===== config.mk =====
export PLATFORM = sky130hd
export DESIGN_NAME = irq_vector_ctrl
export DESIGN_NICKNAME = d
export VERILOG_FILES = /design/src/rtl/irq_vec_pkg.sv /design/src/rtl/irq_flag_sampler.sv /design/src/rtl/irq_prio_arbiter.sv /design/src/rtl/irq_insvc_tracker.sv /design/src/rtl/irq_vector_ctrl.sv
export SDC_FILE = /design/constraint.sdc
export NUM_CORES = 1
export LEC_CHECK = 0
export BUFFER_PORTS_ARGS = -buffer_cell sky130_fd_sc_hd__buf_2
export CAP_MARGIN = 25
export CORE_MARGIN = 2
export CORE_UTILIZATION = 50
export DETAILED_ROUTE_END_ITERATION = 8
export PLACE_DENSITY = 0.78
export REMOVE_ABC_BUFFERS = 1
export SYNTH_ARGS = -nofsm -noshare
export SYNTH_HDL_FRONTEND = slang
export SYNTH_SLANG_ARGS = --single-unit

===== constraint.sdc =====
create_clock -name clk -period 21 [get_ports clk]
set_input_delay 2.1 -clock clk [delete_from_list [all_inputs] [get_ports clk]]
set_output_delay 2.1 -clock clk [all_outputs]
set_load 0.05 [all_outputs]

===== src/rtl/irq_vec_pkg.sv =====
package irq_vec_pkg;
    // Two priority register bits per source pair give four levels.
    localparam int unsigned LVL_W   = 2;
    localparam int unsigned NUM_LVL = 1 << LVL_W;

    typedef logic [LVL_W-1:0] irq_lvl_t;

    function automatic irq_lvl_t make_lvl(input logic hi, input logic lo);
        return {hi, lo};
    endfunction
endpackage


===== src/rtl/irq_flag_sampler.sv =====
module irq_flag_sampler #(
    parameter int unsigned NUM_SRC = 12
) (
    input  logic               clk,
    input  logic               rst_n,
    input  logic               cap_stb_i,
    input  logic [NUM_SRC-1:0] flags_i,
    output logic [NUM_SRC-1:0] smp_o
);
    logic [NUM_SRC-1:0] smp_d, smp_q;

    always_comb begin
        smp_d = smp_q;
        if (cap_stb_i) begin
            smp_d = flags_i;
        end
    end

    always_ff @(posedge clk or negedge rst_n) begin
        if (!rst_n) begin
            smp_q <= '0;
        end else begin
            smp_q <= smp_d;
        end
    end

    assign smp_o = smp_q;
endmodule


===== src/rtl/irq_prio_arbiter.sv =====
module irq_prio_arbiter
    import irq_vec_pkg::*;
#(
    parameter int unsigned NUM_SRC  = 12,
    parameter int unsigned GRP_SIZE = 2,
    localparam int unsigned NUM_GRP = (NUM_SRC + GRP_SIZE - 1) / GRP_SIZE,
    localparam int unsigned IDX_W   = $clog2(NUM_SRC)
) (
    input  logic [NUM_SRC-1:0] pend_i,
    input  logic [NUM_SRC-1:0] en_i,
    input  logic [NUM_GRP-1:0] prio_lo_i,
    input  logic [NUM_GRP-1:0] prio_hi_i,
    output logic               win_vld_o,
    output logic [IDX_W-1:0]   win_idx_o,
    output irq_lvl_t           win_lvl_o
);
    irq_lvl_t           src_lvl [NUM_SRC];
    logic [NUM_SRC-1:0] elig;

    for (genvar g = 0; g < NUM_SRC; g++) begin : g_src
        assign src_lvl[g] = make_lvl(prio_hi_i[g / GRP_SIZE], prio_lo_i[g / GRP_SIZE]);
        assign elig[g]    = pend_i[g] & en_i[g];
    end

    // Scan from the least urgent index down; ">=" lets a lower index take ties.
    always_comb begin
        win_vld_o = 1'b0;
        win_idx_o = '0;
        win_lvl_o = '0;
        for (int i = NUM_SRC - 1; i >= 0; i--) begin
            if (elig[i] && (!win_vld_o || src_lvl[i] >= win_lvl_o)) begin
                win_vld_o = 1'b1;
                win_idx_o = IDX_W'(i);
                win_lvl_o = src_lvl[i];
            end
        end
    end
endmodule


===== src/rtl/irq_insvc_tracker.sv =====
module irq_insvc_tracker
    import irq_vec_pkg::*;
(
    input  logic               clk,
    input  logic               rst_n,
    input  logic               set_i,
    input  irq_lvl_t           set_lvl_i,
    input  logic               clr_top_i,
    output logic               any_o,
    output irq_lvl_t           top_lvl_o,
    output logic [NUM_LVL-1:0] insvc_o
);
    logic [NUM_LVL-1:0] insvc_d, insvc_q;

    always_comb begin
        any_o     = |insvc_q;
        top_lvl_o = '0;
        for (int l = 0; l < NUM_LVL; l++) begin
            if (insvc_q[l]) begin
                top_lvl_o = LVL_W'(l);
            end
        end
    end

    always_comb begin
        insvc_d = insvc_q;
        if (clr_top_i && any_o) begin
            insvc_d[top_lvl_o] = 1'b0;
        end
        if (set_i) begin
            insvc_d[set_lvl_i] = 1'b1;
        end
    end

    always_ff @(posedge clk or negedge rst_n) begin
        if (!rst_n) begin
            insvc_q <= '0;
        end else begin
            insvc_q <= insvc_d;
        end
    end

    assign insvc_o = insvc_q;
endmodule


===== src/rtl/irq_vector_ctrl.sv =====
module irq_vector_ctrl
    import irq_vec_pkg::*;
#(
    parameter int unsigned NUM_SRC    = 12,
    parameter int unsigned GRP_SIZE   = 2,
    parameter int unsigned VEC_W      = 16,
    parameter int unsigned VEC_BASE   = 3,
    parameter int unsigned VEC_STRIDE = 8,
    localparam int unsigned NUM_GRP   = (NUM_SRC + GRP_SIZE - 1) / GRP_SIZE,
    localparam int unsigned IDX_W     = $clog2(NUM_SRC)
) (
    input  logic               clk,
    input  logic               rst_n,
    input  logic [NUM_SRC-1:0] req_i,
    input  logic               capture_stb_i,
    input  logic               poll_stb_i,
    input  logic               last_cycle_i,
    input  logic               reti_i,
    input  logic               cfg_wr_i,
    input  logic               glb_en_i,
    input  logic [NUM_SRC-1:0] src_en_i,
    input  logic [NUM_GRP-1:0] prio_lo_i,
    input  logic [NUM_GRP-1:0] prio_hi_i,
    output logic               call_o,
    output logic [IDX_W-1:0]   src_o,
    output logic [LVL_W-1:0]   lvl_o,
    output logic [VEC_W-1:0]   vec_o
);
    typedef struct packed {
        logic             call;
        logic [IDX_W-1:0] src;
        irq_lvl_t         lvl;
        logic [VEC_W-1:0] vec;
    } out_t;

    logic [NUM_SRC-1:0] smp_q;
    logic [NUM_SRC-1:0] en_eff;
    logic               win_vld;
    logic [IDX_W-1:0]   win_idx;
    irq_lvl_t           win_lvl;
    logic               is_any;
    irq_lvl_t           is_top;
    logic [NUM_LVL-1:0] insvc_q;
    logic               poll_end;
    logic               take;
    logic               ret_clr;
    out_t               out_d, out_q;

    irq_flag_sampler #(.NUM_SRC(NUM_SRC)) u_sampler (
        .clk       (clk),
        .rst_n     (rst_n),
        .cap_stb_i (capture_stb_i),
        .flags_i   (req_i),
        .smp_o     (smp_q)
    );

    assign en_eff = src_en_i & {NUM_SRC{glb_en_i}};

    irq_prio_arbiter #(.NUM_SRC(NUM_SRC), .GRP_SIZE(GRP_SIZE)) u_arb (
        .pend_i    (smp_q),
        .en_i      (en_eff),
        .prio_lo_i (prio_lo_i),
        .prio_hi_i (prio_hi_i),
        .win_vld_o (win_vld),
        .win_idx_o (win_idx),
        .win_lvl_o (win_lvl)
    );

    // Decision terms for this poll.
    always_comb begin
        poll_end = poll_stb_i & last_cycle_i;
        ret_clr  = poll_end & reti_i;
        take     = poll_end & ~reti_i & ~cfg_wr_i & win_vld
                 & (~is_any | (win_lvl > is_top));
    end

    irq_insvc_tracker u_insvc (
        .clk       (clk),
        .rst_n     (rst_n),
        .set_i     (take),
        .set_lvl_i (win_lvl),
        .clr_top_i (ret_clr),
        .any_o     (is_any),
        .top_lvl_o (is_top),
        .insvc_o   (insvc_q)
    );

    always_comb begin
        out_d      = out_q;
        out_d.call = take;
        if (take) begin
            out_d.src = win_idx;
            out_d.lvl = win_lvl;
            out_d.vec = VEC_W'(VEC_BASE) + VEC_W'(win_idx) * VEC_W'(VEC_STRIDE);
        end
    end

    always_ff @(posedge clk or negedge rst_n) begin
        if (!rst_n) begin
            out_q <= '0;
        end else begin
            out_q <= out_d;
        end
    end

    assign call_o = out_q.call;
    assign src_o  = out_q.src;
    assign lvl_o  = out_q.lvl;
    assign vec_o  = out_q.vec;
endmodule


==> results of run 1 <==
[metal layers]
metal  track usage [%]  vias to the layer above  part of all wire [%]
li1                  -                      987                     -
met1             29.08                      894                    48
met2             31.84                       82                    46
met3             1.599                        5                   5.7
met4             7.407                        0                   1.1
met5                 0                        -                     0
[cells by family after synthesis]
family	synth area share (%)
adder cells (fa/ha/maj)	9.123
AND/OR/NAND/NOR	18.89
multiplexers	8.889
buffers and inverters	8.011
flip-flops	28.07
other	0.1753
AO/OA/AOI/OAI	26.84
[power by group]
part	switching, W	leakage [nW]	internal [W]
registers	0.00000755	0.296	0.0000559
logic	0.0000738	0.915	0.0000331
clock network	0.0000130	0.0216	0.0000128
total	0.0000943	1.23	0.000102
[final timing paths]
| kind | start | endpoint | slack [ns] | cells past startpoint |
|---|---|---|---|---|
| worst max-delay path | src_en_i[11] | u_insvc.insvc_o[3] | 4.95 | 72 |
| worst min-delay path | vec_o[1] | vec_o[1] | 0.49 | 1 |
| worst max register to register | u_sampler.smp_o[11] | u_insvc.insvc_o[3] | 6.42 | 71 |
| worst min register to register | vec_o[1] | vec_o[1] | 0.49 | 1 |
| max in group asynchronous | rst_n | src_o[2] | 18.86 | 1 |
| min in group asynchronous | rst_n | lvl_o[1] | 1.80 | 1 |
[flip-flops by register name, indices dropped and copies added (netlist names)]
register,count
call_o,1
lvl_o,2
src_o,4
u_insvc.insvc_o,4
u_sampler.smp_o,12
vec_o,1
[worst max-delay path: cells and delay by family]
family / cells / cell delay, ns
AO/OA/AOI/OAI: 28 / 5.66
adder cells (fa/ha/maj): 13 / 3.67
AND/OR/NAND/NOR: 26 / 3.52
multiplexers: 2 / 0.77
buffers and inverters: 3 / 0.49
[synth_stat cells (6+ instances only)]
cell / instances / area, µm²
a21o_1: 6 / 45.04
nand2b_1: 8 / 50.05
o21ai_0: 10 / 50.05
inv_1: 10 / 37.54
ha_1: 14 / 175.2
buf_4: 15 / 112.6
mux2_2: 14 / 157.7
dfrtp_1: 24 / 600.6
a21oi_1: 10 / 50.05
nand3_1: 10 / 50.05
nor3_1: 6 / 30.03
nand2_1: 35 / 131.4
nor2_1: 13 / 48.80
[cell type report]
class | instances | area, µm² | share of cell area [%]
multi-input combinational | 201 | 1401 | 57.55
sequential | 24 | 600.6 | 24.67
timing repair buffer | 57 | 287.8 | 11.82
tap | 50 | 62.56 | 2.569
clock buffer | 3 | 41.29 | 1.696
inverter | 11 | 41.29 | 1.696
[per-stage QoR]
stage	hold WS, ns	util (%)	worst slack, ns
after detailed placement	0.4618	58.99	4.733
after CTS	0.4861	60.01	4.958
after global placement	0.4656	58.99	4.840
after floorplan	0.4813	-	6.112
final	0.4852	60.01	4.947
after global routing	0.5088	60.01	3.662
==> summary.md, run 1 <==
| Metric | Value |
|---|---|
| Total grt overflow | 0 |
| First drt pass iteration count | 5 |
| Commonest non-fill, non-tap cell in the layout | buf_2 |
| Nets | 356 |
| Post-CTS setup buffer count | 0 |
| Post-route DRC | 0 |
| Initial antenna violation count | 0 |
| Period minus WS final | 16.05 ns |
| Port Buffers | 56 |
| Dpl hpwl | 3872 µm |
| Commonest cells after routing, fill and taps aside | buf_2 (56), nand2_1 (35), dfrtp_1 (24) |
| CTS tree | done |
| Type of origin of the critical path | input port |
| Top_reg_cell synth | dfrtp_1 |
| Clock Path Buffers | 2 |
| Cell area after synthesis | ~2100 µm² |
| Unique cell type count in the Yosys netlist | 57 |
| Initial core utilization | 52.73% |
| RSZ-0062 raised after global routing | no |
| Final hold violation count | 0 |
| Drt wl/cell | 13.67 µm |
| Fraction of registers with async set/reset | 100.0% |
| Run status | finished, final reports clean |
| Via density per instance | 5.688 |
| Post-synth EDFFs | 0 |
| Filler cells | 354 |
| Gr usage total | 20.23% |
| Cell mode on critical path | ha_1 |
| Die Y | between 60 and 70 µm |
| Relative slew slack | 57.34% |
| Sequential-to-total area share from yosys stat | 28.07% |
| Final setup TNS | 0 ns |
| Post-CTS resize count | 0 |
| Pleak | 1.233 nW |
| Register bit total from synthesis | 24 |
| Synth warnings | 0 |
| Post-route ant nets | 0 |
| Hold Buf Count CTS | 0 |
| DP Area | 2394 µm² |
| DIE AREA | between 4000 and 5000 µm² |
| Worst-Skew Late Latency | 0.26 ns |
| Worst path max stage delay | 0.58 ns |
| Routability cong. | 0.9059 |
| Vias in the first global route | 1,792 |
| Fin crit share | approximately three quarters |
| Endpoints failing setup | 0 |
| Global-route wire length before repair | 8100 µm |
| Critical setup path kind | in -> reg |
| Antenna cells | 0 |
| Max Cap Viol | 0 |
| Overall power | 0.0001962 W |
| Worst-case clock skew | 0.003794 ns |
| Required time of the worst setup path | roughly 21 ns |
| Ports | between 60 and 70 |
| Crit end category | flip-flop |
| CP max stage cell | a2111oi_0 |
| Largest net degree at the start of global routing | 25 |
| Row Count | 23 |
| Final std cells w/o fill | around 350 |
| Cell Pwr Density | 80.57 nW/µm² |
| Area growth from synthesis to layout | 13.80% |
| Clock-pin slew on the worst setup and hold paths | 0.07 ns |
| Post-Synthesis Cells | 246 |
| Initial DRC Count | 138 |
| Die Span X | slightly below 70 µm |
| Placed insts | 343 |
| Clock sinks | 24 |
| CTS HTree Levels | 1 |
| Share of cells above drive strength 1 | a little under 30% |
| Worst VDD drop | 88.00 µV |
| Fmax | 62.29 MHz |
| Via count | between 1,500 and 2,000 |
| Critical path fanouts, max | 10 |
| Fin area | 2435 µm² |
| Fin. max-slew vios | 0 |
| Average size of a mapped cell | just under 9 µm² |
| Crit path DAT | 16.24 ns |
| Drt total wl | 4731 µm |
| CTS buffer count | 3 |
| Placeable core region | 4058 µm² |
| Clk root buf | clkbuf_8 |
| Actual slew at the worst max-slew pin | 0.6238 ns |
| Worst min path class | reg -> reg |
No activity file was read; power rests on OpenSTA's default activity.
==> inputs of run 2 (changes only) <==
Clock period 21 ns to 14.83 ns, I/O delays scaled along.
==> summary.md, run 2 (synthesis results as in run 1) <==
| Metric | Value |
|---|---|
| Critical path origin | src_en_i[11] |
| Worst-Skew Late Latency | 0.26 ns |
| Via density per instance | ~5.6 |
| Area of the multi-input gates | 1533 µm² |
| Period minus WS final | 14.11 ns |
| Dpl hpwl | 3954 µm |
| Worst-case clock skew | between 0.002 and 0.003 ns |
| Cell Pwr Density | 112.0 nW/µm² |
| R2r worst-path depth | 71 |
| Clk root buf | clkbuf_8 |
| Commonest cells after routing, fill and taps aside | buf_2 (56), nand2_1 (35), dfrtp_1 (24) |
| Endpoints failing setup | 0 |
| Routability cong. | 0.9320 |
| Crit path capture | src_o[2] |
| FF/Latch Area | 600.6 µm² |
| Clock sinks | 24 |
| Finished Core Util | roughly 67% |
| Worst path bufs/invs | 4 |
| Met2 usage | between 30% and 40% |
| Pre-CTS setup slack | -0.4347 ns |
| Initial DRC Count | 112 |
| Share of cells above drive strength 1 | 41.32% |
| Final setup TNS | 0 ns |
| Run status | finished, final reports clean |
| Cell depth of the worst setup path | ~70 |
| Die Y | roughly 69 µm |
| Filler cells | ~330 |
| Via count | 2,068 |
| Worst min path class | reg -> reg |
| Ports | 67 |
| Fin crit share | between 90 and 100% |
| Reg-to-reg critical path endpoint | src_o[2] |
| Pleak | 1.367 nW |
| Total grt overflow | 0 |
| Area growth from synthesis to layout | 27.78% |
| Crit end category | flip-flop |
| Placeable core region | 4058 µm² |
| Worst path max stage delay | a little under 0.4 ns |
| CTS HTree Levels | 1 |
| Drt wl/cell | 13.79 µm |
| Commonest non-fill, non-tap cell in the layout | buf_2 |
| Initial core utilization | between 50 and 60% |
| CP max stage cell | a2111oi_1 |
| First drt pass iteration count | 4 |
| Overall power | 0.0003062 W |
| Critical path fanouts, max | 5 |
| Critical setup path kind | in -> reg |
| Antenna cells | 0 |
| Post-route setup slack | 0.7227 ns |
| Gr usage total | about 21% |
| Post-route DRC | 0 |
| Fin. max-slew vios | 0 |
| CTS buffer count | 3 |
| Largest net degree at the start of global routing | 25 |
| Final hold violation count | 0 |
| CTS tree | done |
| Clock Path Buffers | 2 |
| GRT busiest layer | met2 |
| Setup slack, reg-to-reg | 1.62 ns |
| Hold Buf Count CTS | 0 |
| Worst VDD drop | ~120 µV |
| Cell mode on critical path | ha_1 |
| DIE AREA | approximately 4800 µm² |
| Die Span X | a little under 70 µm |
| Hold path depth | 2 |
| Fmax | 70.89 MHz |
| Clock-pin slew on the worst setup and hold paths | 0.08 ns |
| Nets | 376 |
| Port Buffers | 56 |
| Row Count | 23 |
| Global-route wire length before repair | 8376 µm |
| Met1 track demand over resource | 30.34% |
| Max reg flops | 12 |
| Reg2reg start | u_sampler.smp_o[11] |
| Hold_ws | around 0.5 ns |
| Type of origin of the critical path | input port |
| Required time of the worst setup path | 14.99 ns |
| Crit path DAT | 14.26 ns |
| Post-route ant nets | 0 |
| Vias in the first global route | 1,854 |
| Hold path startpoint | lvl_o[1] |
| Initial antenna violation count | 0 |
| Max Cap Viol | 0 |
| Met3 usage | 1.890% |
| CP delay by family, top | compound AO/OA/AOI/OAI gates |
| Drt total wl | slightly above 5000 µm |
run 2: cell count changes in the layout (fill, tap and decap cells not counted), moves of 3 or more:
cell | previous run | this run
o21ai_0 | 10 | 5
nand2b_4 | 0 | 3
nor2b_1 | 5 | 2
o21ai_2 | 0 | 3
nand2b_1 | 8 | 5
buf_4 | 1 | 20
run 2: how the worst min path moves through the flow:
stage	endpoint	slack, ns
3_5_place_dp	vec_o[1]	0.48
6_report	lvl_o[1]	0.50
5_1_grt	lvl_o[0]	0.53
4_1_cts	vec_o[1]	0.50
3_3_place_gp	vec_o[1]	0.46
2_1_floorplan	u_sampler.smp_o[0]	0.48
run 2: report_power, final:
part           internal (W)  leakage (nW)  switching (W)  total (W)
sequential        0.0000792         0.296      0.0000112  0.0000904
combinational     0.0000612          1.04       0.000112   0.000173
clock             0.0000237        0.0288      0.0000193  0.0000430
run 2: per-layer routing:
layer / vias up / part of all wire, % / wire (µm)
li1: 1034 / - / -
met1: 949 / 47 / 2375
met2: 77 / 45 / 2292
met3: 8 / 6.6 / 332
met4: 0 / 1.2 / 62
met5: - / 0 / 0
run 2: through the flow:
step / instances / area (µm²)
after floorplan: 236 / 2043
after global placement: 349 / 2439
after detailed placement: 349 / 2439
after CTS: 354 / 2519
after global routing: 367 / 2734
final: 367 / 2734
run 2: final cells by class:
class | count | area share (%)
inverter | 11 | 1.510
sequential | 24 | 21.97
multi-input combinational | 201 | 56.06
clock buffer | 4 | 2.014
tap | 50 | 2.288
timing repair buffer | 77 | 16.16
run 2: timing repair:
item | in CTS | in global routing
resized for setup | 3 | 34
buffers inserted | 1 | 13
setup endpoints to repair | 11 | 12
endpoints found under the hold margin | 0 | 0
pin swaps | 2 | 32
run 2: tightest hold or removal path, cell delays in order, from the launching register on:
cell and delay [ns]:
dfrtp_1 0.36, nand2_1 0.05, nand2_1 0.06
==> inputs of run 3 (changes only) <==
Settings changed: CORE_MARGIN 2 to 3.
==> summary.md, run 3 (synthesis results as in run 1) <==
| Metric | Value |
|---|---|
| Global-route wire length before repair | 8480 µm |
| Finished Core Util | roughly 69% |
| CP max stage cell | a2111oi_1 |
| Critical path fanouts, max | 6 |
| Worst min path class | reg -> reg |
| Required time of the worst setup path | 15.03 ns |
| Overall power | ~0.00031 W |
| Initial antenna violation count | 0 |
| Fmax | 70.12 MHz |
| Worst path bufs/invs | 4 |
| CP delay by family, top | compound AO/OA/AOI/OAI gates |
| Pre-CTS setup slack | -0.3468 ns |
| Reg-to-reg critical path endpoint | src_o[3] |
| Hold path startpoint | lvl_o[1] |
| Actual slew at the worst max-slew pin | 0.5046 ns |
| Commonest cells after routing, fill and taps aside | buf_2 (56), nand2_1 (34), dfrtp_1 (24), buf_4 (24), nor2_1 (13) |
| CTS HTree Levels | 1 |
| Ports | 67 |
| Endpoints failing setup | 0 |
| Period minus WS final | 14.26 ns |
| First drt pass iteration count | 4 |
| Via density per instance | about 5.7 |
| Clock-pin slew on the worst setup and hold paths | approximately 0.07 ns |
| Crit end category | flip-flop |
| Placeable core region | 4058 µm² |
| Area growth from synthesis to layout | 31.11% |
| Largest net degree at the start of global routing | 25 |
| Run status | finished, final reports clean |
| Port Buffers | 56 |
| Worst-Skew Late Latency | between 0.2 and 0.3 ns |
| Cell mode on critical path | ha_1 |
| Crit path DAT | 14.46 ns |
| Final hold violation count | 0 |
| Clk root buf | clkbuf_8 |
| Fin crit share | between 90% and 100% |
| Cell depth of the worst setup path | 73 |
| Via count | 2,126 |
| Post-route setup slack | 0.5681 ns |
| Relative slew slack | 66.36% |
| Max reg flops | 12 |
| Die Y | 71.42 µm |
| R2r worst-path depth | between 70 and 80 |
| Final setup TNS | 0 ns |
| Initial core utilization | 52.73% |
| Fin. max-slew vios | 0 |
| Worst Hold End | lvl_o[1] |
| Commonest non-fill, non-tap cell in the layout | buf_2 |
| CTS buffer count | 3 |
| Reg2reg start | u_sampler.smp_o[11] |
| CTS tree | done |
| Pleak | 1.411 nW |
| Gr usage total | 20.25% |
| Antenna cells | 0 |
| Nets | 381 |
| Worst-case clock skew | around 0.0026 ns |
| Worst VDD drop | 117.4 µV |
| Share of cells above drive strength 1 | 42.06% |
| Hold_ws | 0.4831 ns |
| Post-route ant nets | 0 |
| Routability cong. | around 0.9 |
| Clock sinks | 24 |
| Dpl hpwl | 4063 µm |
| Vias in the first global route | ~1,900 |
| Cell Pwr Density | 109.9 nW/µm² |
| Hold Buf Count CTS | 0 |
| Max Cap Viol | 0 |
| Total grt overflow | 0 |
| DIE AREA | 5100 µm² |
| Worst path max stage delay | 0.43 ns |
| Clock Path Buffers | 2 |
| Drt wl/cell | ~15 µm |
| Post-route DRC | 0 |
| Row Count | 23 |
| Type of origin of the critical path | input port |
| Initial DRC Count | between 150 and 200 |
| Hold path depth | 2 |
| Setup slack, reg-to-reg | 1.46 ns |
| Critical setup path kind | in -> reg |
| Die Span X | 71.42 µm |
| Drt total wl | ~5500 µm |
[run 3: worst max-delay path by stage]
stage / startpoint / endpoint
3_5_place_dp: src_en_i[11] / u_insvc.insvc_o[3]
5_1_grt: src_en_i[11] / src_o[3]
4_1_cts: src_en_i[11] / src_o[3]
2_1_floorplan: src_en_i[11] / src_o[3]
3_3_place_gp: src_en_i[11] / u_insvc.insvc_o[3]
6_report: src_en_i[11] / src_o[3]
[run 3: stage by stage]
stage                     instance area [µm²]  instances
after floorplan                          2043        236
after global placement                   2454        351
after detailed placement                 2454        351
after CTS                                2504        355
after global routing                     2805        371
final                                    2805        371
[run 3: repair_timing]
| item | 4_1_cts | 5_1_grt |
|---|---|---|
| gates cloned | 0 | 1 |
| pin swaps | 1 | 32 |
| gates resized for setup | 1 | 38 |
| endpoints found under the setup margin | 10 | 12 |
| setup buffers | 1 | 15 |
[run 3: worst min-delay path, delay by kind of cell (launching register included)]
kind	cells	cell delay, ns
AND/OR/NAND/NOR	2	0.10
flip-flops	1	0.35
[run 3: metal layers]
layer / wire length [µm] / track usage, % / up-vias
li1: - / - / 1042
met1: 2396 / 28.71 / 986
met2: 2657 / 32.14 / 87
met3: 353 / 2.805 / 11
met4: 91 / 6.054 / 0
met5: 0 / 0 / -
[run 3: area by class of cell]
| cell class | instances | area (µm²) |
|---|---|---|
| repair buffers | 82 | 483.0 |
| well taps | 50 | 62.56 |
| multi-input cells | 201 | 1577 |
| flip-flops and latches | 24 | 600.6 |
| clock buffers | 3 | 41.29 |
| inverters | 11 | 41.29 |
| fillers | 316 | 1252 |
[run 3: power by group]
part	internal (W)	switching [W]	total [W]
registers	0.0000792	0.0000112	0.0000904
logic	0.0000661	0.000116	0.000182
clock network	0.0000181	0.0000180	0.0000361
